===== src/rtl/pred_pkg.sv =====
package pred_pkg;

  typedef enum logic [2:0] {
    OP_NOP     = 3'd0,
    OP_IF      = 3'd1,
    OP_ELIF    = 3'd2,
    OP_ELSE    = 3'd3,
    OP_ENDIF   = 3'd4,
    OP_BOPEN   = 3'd5,
    OP_NARROW  = 3'd6,
    OP_BCLOSE  = 3'd7
  } predOp_e;

  typedef enum logic [2:0] {
    MS_KEEP   = 3'd0,
    MS_IF     = 3'd1,
    MS_NARROW = 3'd2,
    MS_ELIF   = 3'd3,
    MS_ELSE   = 3'd4,
    MS_OUTER  = 3'd5
  } maskSel_e;

  // Strobes from control to datapath.
  typedef struct packed {
    logic     push;      // write a new frame at wrIdx
    logic     pushIf;    // frame is conditional: claimed = mask & cond
    logic     claimArm;  // OR else-if arm into claimed set of top frame
    logic     claimAll;  // else: claimed set of top frame becomes its outer
    maskSel_e maskSel;   // next-mask source
  } predStrobe_t;

endpackage


===== src/rtl/pred_ctrl.sv =====
module pred_ctrl
  import pred_pkg::*;
#(
  parameter int DEPTH = 8,
  localparam int IDXW = (DEPTH > 1) ? $clog2(DEPTH) : 1,
  localparam int DW   = $clog2(DEPTH + 1)
) (
  input  logic            clk,
  input  logic            rstN,
  input  logic [2:0]      opCode,
  output predStrobe_t     strobe,
  output logic [IDXW-1:0] wrIdx,
  output logic [IDXW-1:0] rdIdx,
  output logic [DW-1:0]   depth,
  output logic            errEvent,
  output logic            errFlag
);

  logic [DEPTH-1:0] kindIf;   // 1 = conditional frame, 0 = block frame
  logic             isEmpty, isFull, topIsIf;
  logic             doPush, doPop, pushKind;
  predOp_e          op;

  assign op      = predOp_e'(opCode);
  assign isEmpty = (depth == '0);
  assign isFull  = (depth == DW'(DEPTH));
  assign rdIdx   = isEmpty ? '0 : IDXW'(depth - DW'(1));
  assign wrIdx   = IDXW'(depth);
  assign topIsIf = !isEmpty && kindIf[rdIdx];

  always_comb begin
    strobe   = '{push: 1'b0, pushIf: 1'b0, claimArm: 1'b0,
                 claimAll: 1'b0, maskSel: MS_KEEP};
    errEvent = 1'b0;
    doPush   = 1'b0;
    doPop    = 1'b0;
    pushKind = 1'b0;
    unique case (op)
      OP_IF, OP_BOPEN: begin
        if (isFull) begin
          errEvent = 1'b1;
        end else begin
          doPush        = 1'b1;
          pushKind      = (op == OP_IF);
          strobe.push   = 1'b1;
          strobe.pushIf = (op == OP_IF);
          strobe.maskSel = (op == OP_IF) ? MS_IF : MS_KEEP;
        end
      end
      OP_ELIF: begin
        if (!topIsIf) errEvent = 1'b1;
        else begin
          strobe.claimArm = 1'b1;
          strobe.maskSel  = MS_ELIF;
        end
      end
      OP_ELSE: begin
        if (!topIsIf) errEvent = 1'b1;
        else begin
          strobe.claimAll = 1'b1;
          strobe.maskSel  = MS_ELSE;
        end
      end
      OP_ENDIF: begin
        if (!topIsIf) errEvent = 1'b1;
        else begin
          doPop          = 1'b1;
          strobe.maskSel = MS_OUTER;
        end
      end
      OP_BCLOSE: begin
        if (isEmpty || topIsIf) errEvent = 1'b1;
        else begin
          doPop          = 1'b1;
          strobe.maskSel = MS_OUTER;
        end
      end
      OP_NARROW: begin
        if (isEmpty) errEvent = 1'b1;
        else strobe.maskSel = MS_NARROW;
      end
      default: ;
    endcase
  end

  always_ff @(posedge clk) begin
    if (!rstN) begin
      depth   <= '0;
      errFlag <= 1'b0;
    end else begin
      if (doPush)     depth <= depth + DW'(1);
      else if (doPop) depth <= depth - DW'(1);
      if (errEvent)   errFlag <= 1'b1;
    end
  end

  for (genvar i = 0; i < DEPTH; i++) begin : g_kind
    always_ff @(posedge clk) begin
      if (!rstN)                                kindIf[i] <= 1'b0;
      else if (doPush && wrIdx == IDXW'(i))     kindIf[i] <= pushKind;
    end
  end

  assert_err_sticky_R11: assert property (@(posedge clk) disable iff (!rstN)
    errFlag |=> errFlag);
  assert_depth_bound_R8: assert property (@(posedge clk) disable iff (!rstN)
    depth <= DW'(DEPTH));
  assert_err_holds_depth_R10: assert property (@(posedge clk) disable iff (!rstN)
    errEvent |=> depth == $past(depth));
  assert_err_raises_flag_R9: assert property (@(posedge clk) disable iff (!rstN)
    errEvent |=> errFlag);

endmodule


===== src/rtl/pred_datapath.sv =====
module pred_datapath
  import pred_pkg::*;
#(
  parameter int LANES = 32,
  parameter int DEPTH = 8,
  localparam int IDXW = (DEPTH > 1) ? $clog2(DEPTH) : 1
) (
  input  logic             clk,
  input  logic             rstN,
  input  logic [LANES-1:0] condVec,
  input  predStrobe_t      strobe,
  input  logic [IDXW-1:0]  wrIdx,
  input  logic [IDXW-1:0]  rdIdx,
  output logic [LANES-1:0] laneMask
);

  logic [LANES-1:0] outerStk [DEPTH];
  logic [LANES-1:0] claimStk [DEPTH];
  logic [LANES-1:0] topOuter, topClaim, freeLanes, elifArm, nextMask, pushClaim;

  assign topOuter  = outerStk[rdIdx];
  assign topClaim  = claimStk[rdIdx];
  assign freeLanes = topOuter & ~topClaim;
  assign elifArm   = freeLanes & condVec;
  assign pushClaim = strobe.pushIf ? (laneMask & condVec) : laneMask;

  always_comb begin
    unique case (strobe.maskSel)
      MS_IF, MS_NARROW: nextMask = laneMask & condVec;
      MS_ELIF:          nextMask = elifArm;
      MS_ELSE:          nextMask = freeLanes;
      MS_OUTER:         nextMask = topOuter;
      default:          nextMask = laneMask;
    endcase
  end

  always_ff @(posedge clk) begin
    if (!rstN) laneMask <= '1;
    else       laneMask <= nextMask;
  end

  for (genvar i = 0; i < DEPTH; i++) begin : g_frame
    logic wrNew, wrTop;
    assign wrNew = strobe.push && (wrIdx == IDXW'(i));
    assign wrTop = (strobe.claimArm || strobe.claimAll) && (rdIdx == IDXW'(i));
    always_ff @(posedge clk) begin
      if (!rstN) begin
        outerStk[i] <= '0;
        claimStk[i] <= '0;
      end else if (wrNew) begin
        outerStk[i] <= laneMask;
        claimStk[i] <= pushClaim;
      end else if (wrTop) begin
        claimStk[i] <= strobe.claimAll ? topOuter : (topClaim | elifArm);
      end
    end
  end

  assert_narrow_only_R6: assert property (@(posedge clk) disable iff (!rstN)
    strobe.maskSel == MS_NARROW |=> (laneMask & ~$past(laneMask)) == '0);
  assert_else_disjoint_R4: assert property (@(posedge clk) disable iff (!rstN)
    strobe.maskSel == MS_ELSE |=> (laneMask & $past(topClaim)) == '0);
  assert_elif_fresh_R3: assert property (@(posedge clk) disable iff (!rstN)
    strobe.maskSel == MS_ELIF |=> (laneMask & ($past(topClaim) | ~$past(topOuter))) == '0);

endmodule


===== src/rtl/lane_pred_stack.sv =====
module lane_pred_stack
  import pred_pkg::*;
#(
  parameter int LANES = 32,
  parameter int DEPTH = 8,
  localparam int IDXW = (DEPTH > 1) ? $clog2(DEPTH) : 1,
  localparam int DW   = $clog2(DEPTH + 1)
) (
  input  logic             clk,
  input  logic             rstN,
  input  logic [2:0]       opCode,
  input  logic [LANES-1:0] condVec,
  output logic [LANES-1:0] laneMask,
  output logic             errFlag
);

  predStrobe_t     strobe;
  logic [IDXW-1:0] wrIdx, rdIdx;
  logic [DW-1:0]   depth;
  logic            errEvent;

  pred_ctrl #(.DEPTH(DEPTH)) u_ctrl (
    .clk(clk), .rstN(rstN), .opCode(opCode), .strobe(strobe),
    .wrIdx(wrIdx), .rdIdx(rdIdx), .depth(depth),
    .errEvent(errEvent), .errFlag(errFlag)
  );

  pred_datapath #(.LANES(LANES), .DEPTH(DEPTH)) u_dp (
    .clk(clk), .rstN(rstN), .condVec(condVec), .strobe(strobe),
    .wrIdx(wrIdx), .rdIdx(rdIdx), .laneMask(laneMask)
  );

  assert_empty_all_on_R1: assert property (@(posedge clk) disable iff (!rstN)
    depth == '0 |-> laneMask == '1);
  assert_err_keeps_mask_R9: assert property (@(posedge clk) disable iff (!rstN)
    errEvent |=> laneMask == $past(laneMask));
  assert_nop_quiet_R12: assert property (@(posedge clk) disable iff (!rstN)
    opCode == 3'd0 |=> laneMask == $past(laneMask) && depth == $past(depth));

endmodule


===== config.mk =====
export PLATFORM = sky130hd
export DESIGN_NAME = lane_pred_stack
export DESIGN_NICKNAME = d
export VERILOG_FILES = /design/src/rtl/pred_pkg.sv /design/src/rtl/pred_ctrl.sv /design/src/rtl/pred_datapath.sv /design/src/rtl/lane_pred_stack.sv
export SDC_FILE = /design/constraint.sdc
export NUM_CORES = 1
export LEC_CHECK = 0
export ABC_AREA = 1
export CAP_MARGIN = 20
export CELL_PAD_IN_SITES_DETAIL_PLACEMENT = 1
export CELL_PAD_IN_SITES_GLOBAL_PLACEMENT = 1
export CORE_MARGIN = 3
export CORE_UTILIZATION = 37
export DETAILED_ROUTE_END_ITERATION = 10
export HOLD_SLACK_MARGIN = 0.03
export MAX_ROUTING_LAYER = met4
export PLACE_DENSITY_LB_ADDON = 0.2
export SYNTH_ARGS = -nofsm -noshare
export SYNTH_HDL_FRONTEND = slang
export SYNTH_SLANG_ARGS = --single-unit

===== constraint.sdc =====
create_clock -name clk -period 7.1 [get_ports clk]
set_input_delay 1.42 -clock clk [delete_from_list [all_inputs] [get_ports clk]]
set_output_delay 1.42 -clock clk [all_outputs]
set_load 0.01 [all_outputs]

==> flow_summary.yaml <==
power:
  p_sw_share_pct: 37.8
  power_w: 0.0102
  peakVddDrop_mv: 0.128
  leakage_nw: 14.4
  power.switching_w: 0.00384
  power.density_nw_per_um2: 312
  combPwrFrac_pct: 29.4
  seqPwrFrac_pct: 38.8
  clockPowerShare_pct: 31.8
  power.internal_w: 0.00631
setup_path:
  cp_top_family: "simple AND/OR/NAND/NOR gates"
  max_stage_delay_ns: 0.86
  start_kind: "flop"
  worstPathRequired_ns: 7.59
  worst_setup_path_end_kind: "flop"
  crit_start: "u_ctrl.depth[0]"
  reg2reg_depth: 16
  crit_path_top_delay_cell: "nor2_4"
  crit_chain: "inv_2 -> ha_1 -> ha_1 -> inv_1 -> nand2_4 -> inv_2 -> o21ai_1 -> nor2_1 -> nor2_4 -> nand3_2 -> buf_4 -> inv_2 -> nor2_4 -> nand2_1 -> nand2_1 -> nand2_1"
  rrSetupSlack_ns: 1.53
  critPathKind: "reg -> reg"
  arrival_ns: 6.06
  r2r-end: "u_dp.laneMask[23]"
  reg2reg_from: "u_ctrl.depth[0]"
  crit_fanout: 40
  crit_buf_inv: 5
route:
  post_drt_via_cell_ratio: 5.61
  wl_met3_um: 9330
  met1Wirelength_um: 52400
  routedWlPerCell_um: 26.0
  top_layer: "met4"
  wirelength_um: 120000
  routed-wl-met2_um: 54700
  drtAntennaViolNets: 0
  drtIter0Drc: 2631
  drt_first_pass_iters: 5
  num_vias: 25900
  drc_errors: 0
placed_design:
  dpl.hpwl_um: 67400
  port_buffers: 69
  dpl_worst_slack_ns: 1.63
  gp_congestion: 0.840
final_layout:
  fill_cells: 9154
  multiInputGateArea_um2: 11000
  drive_above_1_share_pct: 6.96
  fin_util_pct: 42.6
  area.growth.synth_to_final_pct: 13.5
  nets: 3576
  seq_area_um2: 16300
cts:
  insertion_delay_ns: 0.61
  clk_pin_slew_ns: 0.06
  htreeDepth: 3
  cts_root_buffer: "clkbuf_16"
  cts_buffers: 66
  numClockSinks: 557
  cts_resized: 0
  postCtsHoldBufs: 0
  cts_buffer_depth: 3
  cts_setup_buffers: 0
  cts_tree: "done"
die:
  rows: 101
  die_area_um2: 80800
  coreArea_um2: 76300
  start_util_pct: 37.5
  dieWidth_um: 284
  num_io_pins: 70
  die_y_um: 284
timing:
  max_slew_margin_pct: 24.9
  fin_crit_sh_pct: 78.5
  slew_viol_final: 0
  fin_tns_setup_ns: 0
  rsz0062_at_grt: "no"
  setup_violations: 0
  skew_ns: 0.0215
  min_period_ns: 5.57
  fmax_mhz: 179
  worstMarginPinSlew_ns: 1.12
  worst_slack_ns: 1.53
  hold_viol: 0
synthesis:
  synth_cell_types: 36
  synthesis.nets: 3561
  synth_area_per_cell_um2: 8.15
  yosysSeqAreaShare_pct: 56.8
  synth_area_um2: 28600
  yosys_warnings: 0
  ys_ff_latch: 557
  synthCells: 3516
run_status:
  status: "completed"
min_path:
  worstHoldPathCells: 2
  hold_start: "u_ctrl.kindIf[0]"
  hold_end: "u_ctrl.kindIf[0]"
  hold_path.class: "reg -> reg"
global_route:
  antenna_found_initial: 0
  grt_pass1_wl_um: 175000
  grt.overflow.total: 0
  grt_max_degree: 74
  grt_pass1_vias: 26300
  grt_usage_pct: 30.1
flow_run:
  cap_violations: 0
## flip-flops by register name, indices dropped and copies added, names as in the netlist
| register | count |
|---|---|
| u_ctrl.kindIf | 8 |
| u_dp.laneMask | 32 |
| u_dp.claimStk | 256 |
| u_dp.outerStk | 256 |
| u_ctrl.depth | 4 |
| u_ctrl.errFlag | 1 |
## cells in the final DEF (no fill, tap or decap), types with 2 or more instances in the layout
cell type / instances
o21ai_4: 8
edfxtp_1: 512
clkbuf_16: 67
nor3_1: 6
nor2_4: 20
inv_4: 3
nor2_1: 443
inv_2: 13
o211ai_1: 7
nand3_2: 5
o2111ai_1: 12
nand2_1: 1573
buf_12: 2
clkdlybuf4s50_1: 68
nand2_4: 2
o21ai_0: 60
buf_4: 67
a21oi_1: 33
and2_1: 11
nand3_1: 187
clkbuf_8: 3
clkbuf_1: 20
o22ai_1: 2
clkinv_1: 52
inv_6: 4
o21ai_2: 29
nand2_2: 10
ha_1: 8
dfxtp_1: 45
clkinv_2: 6
inv_1: 147
clkinv_8: 2
o21ai_1: 64
nand4_1: 77
## per-stage QoR
stage | hold WS, ns | cell area [um^2] | instances
3_5_place_dp | 0.454 | 30500 | 4492
4_1_cts | 0.469 | 32500 | 4608
3_3_place_gp | 0.445 | 30500 | 4492
2_1_floorplan | 0.429 | 28600 | 3516
5_1_grt | 0.517 | 32500 | 4609
6_report | 0.475 | 32500 | 4610
## power groups by stage
stage	Combinational (W)	Sequential, W	Clock (W)
after floorplan	0.00175	0.00397	0
after global placement	0.00284	0.00399	0
after detailed placement	0.00292	0.00400	0
after CTS	0.00293	0.00394	0.00327
after global routing	0.00323	0.00395	0.00340
final	0.00298	0.00394	0.00323
## area by class of cell
type	count	share of cell area (%)
Clock inverter	26	0.554
Clock buffer	90	5.51
Antenna cell	1	0.00769
Multi-Input combinational cell	2564	33.7
Timing Repair Buffer	139	3.86
Inverter	203	2.37
Sequential cell	557	50.0
Tap cell	1030	3.96
## worst max-delay path by stage
| stage | endpoint | slack, ns | cells after the start |
|---|---|---|---|
| global placement | u_dp.laneMask[24] | 1.84 | 16 |
| finish | u_dp.laneMask[23] | 1.53 | 16 |
| detailed placement | u_dp.laneMask[7] | 1.63 | 16 |
| CTS | u_dp.laneMask[7] | 1.61 | 16 |
| floorplan | u_dp.claimStk[0][0] | 1.40 | 9 |
| global route | u_dp.laneMask[5] | 1.30 | 16 |
## worst min-delay path: stages (launching register included)
cell	delay, ns
dfxtp_1	0.33
nand2_1	0.05
o21ai_0	0.06
## logic make-up after synthesis
family | count (synthesis) | synth area share, %
AOI/OAI and AO/OA | 218 | 4.52
adders and majority gates | 8 | 0.349
buffers and inverters | 395 | 5.71
DFF | 557 | 56.8
and+or+nand+nor | 2338 | 32.6
## cell usage after synthesis
| cell | number | area share, % |
|---|---|---|
| o211ai_1 | 7 | 0.18 |
| nand2_4 | 1 | 0.039 |
| clkinv_1 | 39 | 0.51 |
| dfxtp_1 | 45 | 3.1 |
| nand3_4 | 1 | 0.061 |
| buf_4 | 10 | 0.26 |
| o21ai_1 | 64 | 1.1 |
| inv_1 | 147 | 1.9 |
| edfxtp_1 | 512 | 54 |
| and2_1 | 11 | 0.24 |
| o21ai_0 | 67 | 1.2 |
| clkbuf_1 | 87 | 1.1 |
| nand3_2 | 4 | 0.14 |
| nand3_1 | 188 | 3.3 |
| ha_1 | 8 | 0.35 |
| nor2_2 | 4 | 0.087 |
| nand3b_1 | 1 | 0.026 |
| and2_0 | 1 | 0.022 |
| o21ai_4 | 1 | 0.057 |
| o211ai_2 | 1 | 0.044 |
| nand2_2 | 2 | 0.044 |
| o2111ai_1 | 12 | 0.37 |
| o22ai_1 | 2 | 0.044 |
| nand4_1 | 77 | 1.7 |
| a21oi_1 | 33 | 0.58 |
| o32ai_1 | 1 | 0.031 |
| nor2_4 | 4 | 0.16 |
| inv_2 | 17 | 0.22 |
| nand2_1 | 1582 | 21 |
| buf_1 | 13 | 0.17 |
| a31oi_2 | 1 | 0.044 |
| nor3_1 | 6 | 0.10 |
| nor2_1 | 456 | 6.0 |
| o21ai_2 | 29 | 0.89 |
| buf_6 | 2 | 0.079 |
| buf_2 | 80 | 1.4 |
## layer usage
| layer | vias to the layer above | track usage (%) |
|---|---|---|
| met5 | - | - |
| met4 | 0 | 8.85 |
| met3 | 252 | 3.73 |
| met2 | 1124 | 47.5 |
| met1 | 13100 | 40.8 |
| li1 | 11400 | - |
No activity file was read; power rests on OpenSTA's default activity.
